$ cat config.mk
export PLATFORM = sky130hd
export DESIGN_NAME = wlc_top
export DESIGN_NICKNAME = d
export VERILOG_FILES = /design/src/rtl/wlc_pkg.sv /design/src/rtl/wlc_tags.sv /design/src/rtl/wlc_array.sv /design/src/rtl/wlc_ctrl.sv /design/src/rtl/wlc_top.sv
export SDC_FILE = /design/constraint.sdc
export NUM_CORES = 2
export LEC_CHECK = 0
export BUFFER_PORTS_ARGS = -buffer_cell sky130_fd_sc_hd__buf_2
export CAP_MARGIN = 25
export CORE_MARGIN = 10
export CORE_UTILIZATION = 50
export DETAILED_ROUTE_END_ITERATION = 8
export PLACE_DENSITY = 0.76
export SLEW_MARGIN = 20
export SYNTH_ARGS = -nofsm -noshare
export SYNTH_HDL_FRONTEND = slang
export SYNTH_HIERARCHICAL = 1
export SYNTH_MEMORY_MAX_BITS = 65536
export SYNTH_SLANG_ARGS = --single-unit
export TNS_END_PERCENT = 1
$ cat constraint.sdc
create_clock -name clk -period 35.6 [get_ports clk]
set_clock_uncertainty 0.1 [all_clocks]
set_input_delay 7.12 -clock clk [delete_from_list [all_inputs] [get_ports clk]]
set_output_delay 7.12 -clock clk [all_outputs]
set_load 0.01 [all_outputs]
$ cat src/rtl/wlc_pkg.sv
package wlc_pkg;
    typedef enum logic [1:0] {
        ST_LOOKUP    = 2'd0,
        ST_WRITEBACK = 2'd1,
        ST_FETCH     = 2'd2
    } wlc_state_e;
endpackage

$ cat src/rtl/wlc_tags.sv
module wlc_tags #(
    parameter int LINES = 16,
    parameter int TAG_W = 3,
    localparam int IDX_W = $clog2(LINES)
) (
    input  logic             clk,
    input  logic             rst_n,
    input  logic [IDX_W-1:0] idx,
    input  logic [TAG_W-1:0] tag_in,
    input  logic             fill_en,
    input  logic             dirty_set,
    output logic             hit,
    output logic             vic_valid,
    output logic             vic_dirty,
    output logic [TAG_W-1:0] vic_tag
);
    logic [TAG_W-1:0] tag_mem [LINES];
    logic [LINES-1:0] valid_q;
    logic [LINES-1:0] dirty_q;

    always_ff @(posedge clk) begin
        if (!rst_n) begin
            valid_q <= '0;
            dirty_q <= '0;
        end else if (fill_en) begin
            valid_q[idx] <= 1'b1;
            dirty_q[idx] <= 1'b0;
        end else if (dirty_set) begin
            dirty_q[idx] <= 1'b1;
        end
    end

    always_ff @(posedge clk) begin
        if (fill_en) tag_mem[idx] <= tag_in;
    end

    assign vic_valid = valid_q[idx];
    assign vic_dirty = dirty_q[idx];
    assign vic_tag   = tag_mem[idx];
    assign hit       = valid_q[idx] && (tag_mem[idx] == tag_in);
endmodule

$ cat src/rtl/wlc_array.sv
module wlc_array #(
    parameter int LINES      = 16,
    parameter int LINE_WORDS = 8,
    parameter int WORD_W     = 32,
    localparam int IDX_W  = $clog2(LINES),
    localparam int OFF_W  = $clog2(LINE_WORDS),
    localparam int LINE_W = WORD_W * LINE_WORDS
) (
    input  logic              clk,
    input  logic [IDX_W-1:0]  col,
    input  logic [OFF_W-1:0]  off,
    input  logic              line_we,
    input  logic [LINE_W-1:0] line_wdata,
    input  logic              word_we,
    input  logic [WORD_W-1:0] word_wdata,
    output logic [LINE_W-1:0] line_rdata,
    output logic [WORD_W-1:0] word_rdata
);
    logic [LINE_W-1:0] cols [LINES];
    logic [LINE_W-1:0] merged;
    logic [WORD_W-1:0] words [LINE_WORDS];

    assign line_rdata = cols[col];

    for (genvar w = 0; w < LINE_WORDS; w++) begin : g_word
        assign words[w] = line_rdata[w*WORD_W +: WORD_W];
        assign merged[w*WORD_W +: WORD_W] =
            (off == OFF_W'(w)) ? word_wdata : line_rdata[w*WORD_W +: WORD_W];
    end

    assign word_rdata = words[off];

    always_ff @(posedge clk) begin
        if (line_we)      cols[col] <= line_wdata;
        else if (word_we) cols[col] <= merged;
    end
endmodule

$ cat src/rtl/wlc_ctrl.sv
module wlc_ctrl
    import wlc_pkg::*;
(
    input  logic clk,
    input  logic rst_n,
    input  logic cpu_req,
    input  logic cpu_we,
    input  logic hit,
    input  logic vic_valid,
    input  logic vic_dirty,
    input  logic mem_ack,
    output logic cpu_ready,
    output logic word_we,
    output logic dirty_set,
    output logic fill_en,
    output logic mem_req,
    output logic mem_we,
    output logic wb_sel
);
    wlc_state_e state_q, state_d;

    always_ff @(posedge clk) begin
        if (!rst_n) state_q <= ST_LOOKUP;
        else        state_q <= state_d;
    end

    always_comb begin
        state_d = state_q;
        unique case (state_q)
            ST_LOOKUP: begin
                if (cpu_req && !hit)
                    state_d = (vic_valid && vic_dirty) ? ST_WRITEBACK : ST_FETCH;
            end
            ST_WRITEBACK: if (mem_ack) state_d = ST_FETCH;
            ST_FETCH:     if (mem_ack) state_d = ST_LOOKUP;
            default:      state_d = ST_LOOKUP;
        endcase
    end

    always_comb begin
        cpu_ready = 1'b0;
        word_we   = 1'b0;
        dirty_set = 1'b0;
        fill_en   = 1'b0;
        mem_req   = 1'b0;
        mem_we    = 1'b0;
        wb_sel    = 1'b0;
        unique case (state_q)
            ST_LOOKUP: begin
                cpu_ready = cpu_req && hit;
                word_we   = cpu_req && hit && cpu_we;
                dirty_set = cpu_req && hit && cpu_we;
            end
            ST_WRITEBACK: begin
                mem_req = 1'b1;
                mem_we  = 1'b1;
                wb_sel  = 1'b1;
            end
            ST_FETCH: begin
                mem_req = 1'b1;
                fill_en = mem_ack;
            end
            default: ;
        endcase
    end
endmodule

$ cat src/rtl/wlc_top.sv
module wlc_top #(
    parameter int ADDR_W     = 10,
    parameter int WORD_W     = 32,
    parameter int LINE_WORDS = 8,
    parameter int LINES      = 16,
    localparam int OFF_W   = $clog2(LINE_WORDS),
    localparam int IDX_W   = $clog2(LINES),
    localparam int TAG_W   = ADDR_W - OFF_W - IDX_W,
    localparam int LADDR_W = ADDR_W - OFF_W,
    localparam int LINE_W  = WORD_W * LINE_WORDS
) (
    input  logic               clk,
    input  logic               rst_n,
    input  logic               cpu_req,
    input  logic               cpu_we,
    input  logic [ADDR_W-1:0]  cpu_addr,
    input  logic [WORD_W-1:0]  cpu_wdata,
    output logic               cpu_ready,
    output logic [WORD_W-1:0]  cpu_rdata,
    output logic               mem_req,
    output logic               mem_we,
    output logic [LADDR_W-1:0] mem_addr,
    output logic [LINE_W-1:0]  mem_wdata,
    input  logic               mem_ack,
    input  logic [LINE_W-1:0]  mem_rdata
);
    logic [OFF_W-1:0] off;
    logic [IDX_W-1:0] idx;
    logic [TAG_W-1:0] tag;
    logic             hit, vic_valid, vic_dirty;
    logic [TAG_W-1:0] vic_tag;
    logic             word_we, dirty_set, fill_en, wb_sel;

    assign off = cpu_addr[OFF_W-1:0];
    assign idx = cpu_addr[OFF_W +: IDX_W];
    assign tag = cpu_addr[ADDR_W-1 -: TAG_W];

    wlc_tags #(.LINES(LINES), .TAG_W(TAG_W)) u_tags (
        .clk(clk), .rst_n(rst_n), .idx(idx), .tag_in(tag),
        .fill_en(fill_en), .dirty_set(dirty_set), .hit(hit),
        .vic_valid(vic_valid), .vic_dirty(vic_dirty), .vic_tag(vic_tag)
    );

    wlc_array #(.LINES(LINES), .LINE_WORDS(LINE_WORDS), .WORD_W(WORD_W)) u_array (
        .clk(clk), .col(idx), .off(off),
        .line_we(fill_en), .line_wdata(mem_rdata),
        .word_we(word_we), .word_wdata(cpu_wdata),
        .line_rdata(mem_wdata), .word_rdata(cpu_rdata)
    );

    wlc_ctrl u_ctrl (
        .clk(clk), .rst_n(rst_n), .cpu_req(cpu_req), .cpu_we(cpu_we),
        .hit(hit), .vic_valid(vic_valid), .vic_dirty(vic_dirty),
        .mem_ack(mem_ack), .cpu_ready(cpu_ready), .word_we(word_we),
        .dirty_set(dirty_set), .fill_en(fill_en), .mem_req(mem_req),
        .mem_we(mem_we), .wb_sel(wb_sel)
    );

    assign mem_addr = wb_sel ? {vic_tag, idx} : {tag, idx};
endmodule

==> flow_metrics.tcl <==
set metrics [dict create \
    finalSetupViolations 0 \
    layout-drive-gt1-share_pct 28.5 \
    core_sq_mm 0.336 \
    clock_path_buffers 4 \
    timing.slew.headroom_pct 21.3 \
    nFillCells 23900 \
    cts_num_sinks 4178 \
    syn_area_per_cell_sq_um 19.9 \
    hold_path_class "flop to flop" \
    cts-buffers-inserted 404 \
    crit_fanout 113 \
    synth_nets 8787 \
    yosys-top-cells-area "edfxtp_1, mux4_2, mux2i_1" \
    worstSetupStartpointType "input port" \
    synth.distinct_cells 62 \
    rsz0062_at_grt "false" \
    hold_viol_final 0 \
    crit_chain "buf_12 > buf_12 > buf_12 > buf_4 > buf_4 > buf_4 > mux4_2 > nor3_1 > a31oi_1 > o21ai_1 > a22oi_1 > buf_2" \
    cts_root_buffer "clkbuf_16" \
    cts_tree "done" \
    syn_inst 8479 \
    worstReg2RegStart "u_tags/tag_mem[8][0]" \
    fmax_mhz 46.2 \
    min_period_over_period_pct 60.8 \
    worstSetupPathType "input port to output port" \
    start_util_pct 50.1 \
    fin_setup_tns_ns 0 \
    yosys_warnings 6 \
    htree_levels 5 \
    p_leak_nw 62.9 \
    grt_max_degree 139 \
    instances_no_fill 14200 \
    yosys.area.top_type "edfxtp_1" \
    ys_ff_latch 4178 \
    nNetsFinal 9584 \
    crit_required_ns 28.38 \
    firstDrtPassIters 8 \
    gp_congestion 0.898 \
    dr_total_vias 96600 \
    overflow 0 \
    ioPinCount 601 \
    placed_area_sq_mm 0.177 \
    synth_edf_count 4144 \
    grt_pass1_vias 94100 \
    wl_mm 548 \
    ys.flop_type "edfxtp_1" \
    utilization_pct 56.8 \
    io_buffers 600 \
    cts_resized 0 \
    cp.arrival_ns 14.42 \
    fin_crit_ns 21.64 \
    route.detailed.drc 0 \
    wl_per_cell_um 38.7 \
    drv_cap 0 \
    grt_pass1_wl_mm 754 \
    syn2layout_area_growth_pct 13.2 \
    die_y_um 601 \
    post_cts_buffers 0 \
    die_width_um 601 \
    clk_latency_ns 0.99 \
    drt_iter0_markers 16100 \
    synth.most_common_cell "edfxtp_1" \
    syn_area_sq_mm 0.169 \
    crit_start "cpu_addr[4]" \
    max-vdd-ir-drop_mv 0.0485 \
    status "completed" \
    cpMaxStageDelayCell "o21ai_1" \
    vias_per_cell 6.81 \
    dp_hpwl_mm 323 \
    antenna_found_initial 81 \
    crit_path_end_kind "output port" \
    cts_hold_buf 0 \
    cpPeakStageDelay_ns 0.91 \
    fin_area_sq_mm 0.191 \
    path_clk_slew_ns 0.06 \
    synth_seq_area_share_pct 74.2 \
    final_antenna_net_count 0 \
    placed_cells 13300 \
    synth_top_area_share_pct 73.8 \
    async_flop_share_pct 0 \
    grtUsageTotal_pct 29.4 \
    powerDensity_mw_per_mm2 54.6 \
    rows 213 \
    die_area_sq_mm 0.361 \
    worst_pin_slew_ns 1.17 \
    maxSlewViolCount 0 \
    synthTopCellsByCount "edfxtp_1, mux4_2, mux2i_1" \
    hold_start "u_tags/valid_q[11]" \
]
==> flip-flops by register name, indices dropped and copies added, names as in the netlist, named ones only <==
| register | count |
|---|---|
| u_tags/valid_q | 16 |
| u_array/cols | 4096 |
| u_tags/tag_mem | 48 |
| u_ctrl/state_q | 2 |
==> cells in the final DEF (no fill, tap or decap), types with 78 or more instances in the layout <==
cell / instances
mux4_2: 1024
nor2_1: 254
clkbuf_1: 78
clkinv_2: 80
nand2_1: 451
a21oi_1: 362
a31oi_1: 95
edfxtp_1: 4144
buf_2: 608
mux2i_1: 610
o21ai_0: 145
a22oi_1: 166
buf_4: 260
clkinv_1: 102
clkbuf_16: 409
==> cells by family after synthesis <==
kind of cell / Yosys count / synth area share (%)
flops: 4178 / 74.2
compound gates: 1110 / 4.06
simple gates: 911 / 2.27
buf+inv: 591 / 1.72
fa+ha+maj: 5 / 0.0371
mux: 1679 / 17.6
xor+xnor: 5 / 0.0260
==> worst max-delay path, delay by kind of cell <==
kind / cells / cell delay, ns
AO/OA/AOI/OAI: 3 / 1.30
multiplexers: 1 / 0.61
buffers and inverters: 7 / 4.42
AND/OR/NAND/NOR: 1 / 0.22
==> layout make-up <==
class	count	area, sq um	share of cell area (%)
antenna	54	135	0.0708
clock buffer	489	10600	5.53
clock inverter	250	2160	1.13
inverter	6	32.5	0.0170
multi-input combinational	3710	41000	21.5
sequential	4178	125000	65.6
tap	4515	5650	2.96
timing repair buffer	976	6210	3.25
==> power breakdown <==
group / switching [mW] / total [mW] / leakage, nW / internal, mW
clock network: 1.86 / 4.16 / 6.21 / 2.30
logic: 0.561 / 0.813 / 19.2 / 0.253
registers: 0.00805 / 5.45 / 37.5 / 5.45
==> routing by layer <==
metal  GRT usage (%)  vias to the layer above  part of all wire, %
met2            43.5                     8592                   45
met5               0                        -                0.048
li1                -                    36800                    -
met4            21.8                       42                  8.9
met3            8.63                     1594                   14
met1            37.2                    49500                   33
==> per-stage QoR <==
stage | hold slack, ns | total power [mW] | setup WS (ns)
floorplan | 0.332 | 5.99 | 7.99
global placement | 0.338 | 6.32 | 13.93
detailed placement | 0.349 | 6.34 | 13.93
CTS | 0.363 | 10.4 | 13.93
global route | 0.376 | 10.7 | 13.41
finish | 0.362 | 10.4 | 13.96
==> final timing paths <==
| check | depth (start not counted) | slack, ns | to |
|---|---|---|---|
| hold / removal | 1 | 0.36 | u_tags/valid_q[11] |
| hold reg to reg | 1 | 0.36 | u_tags/valid_q[11] |
| setup reg to reg | 13 | 28.61 | u_array/cols[11][59] |
| setup / recovery | 12 | 13.96 | cpu_rdata[9] |
No activity file was read; power rests on OpenSTA's default activity.
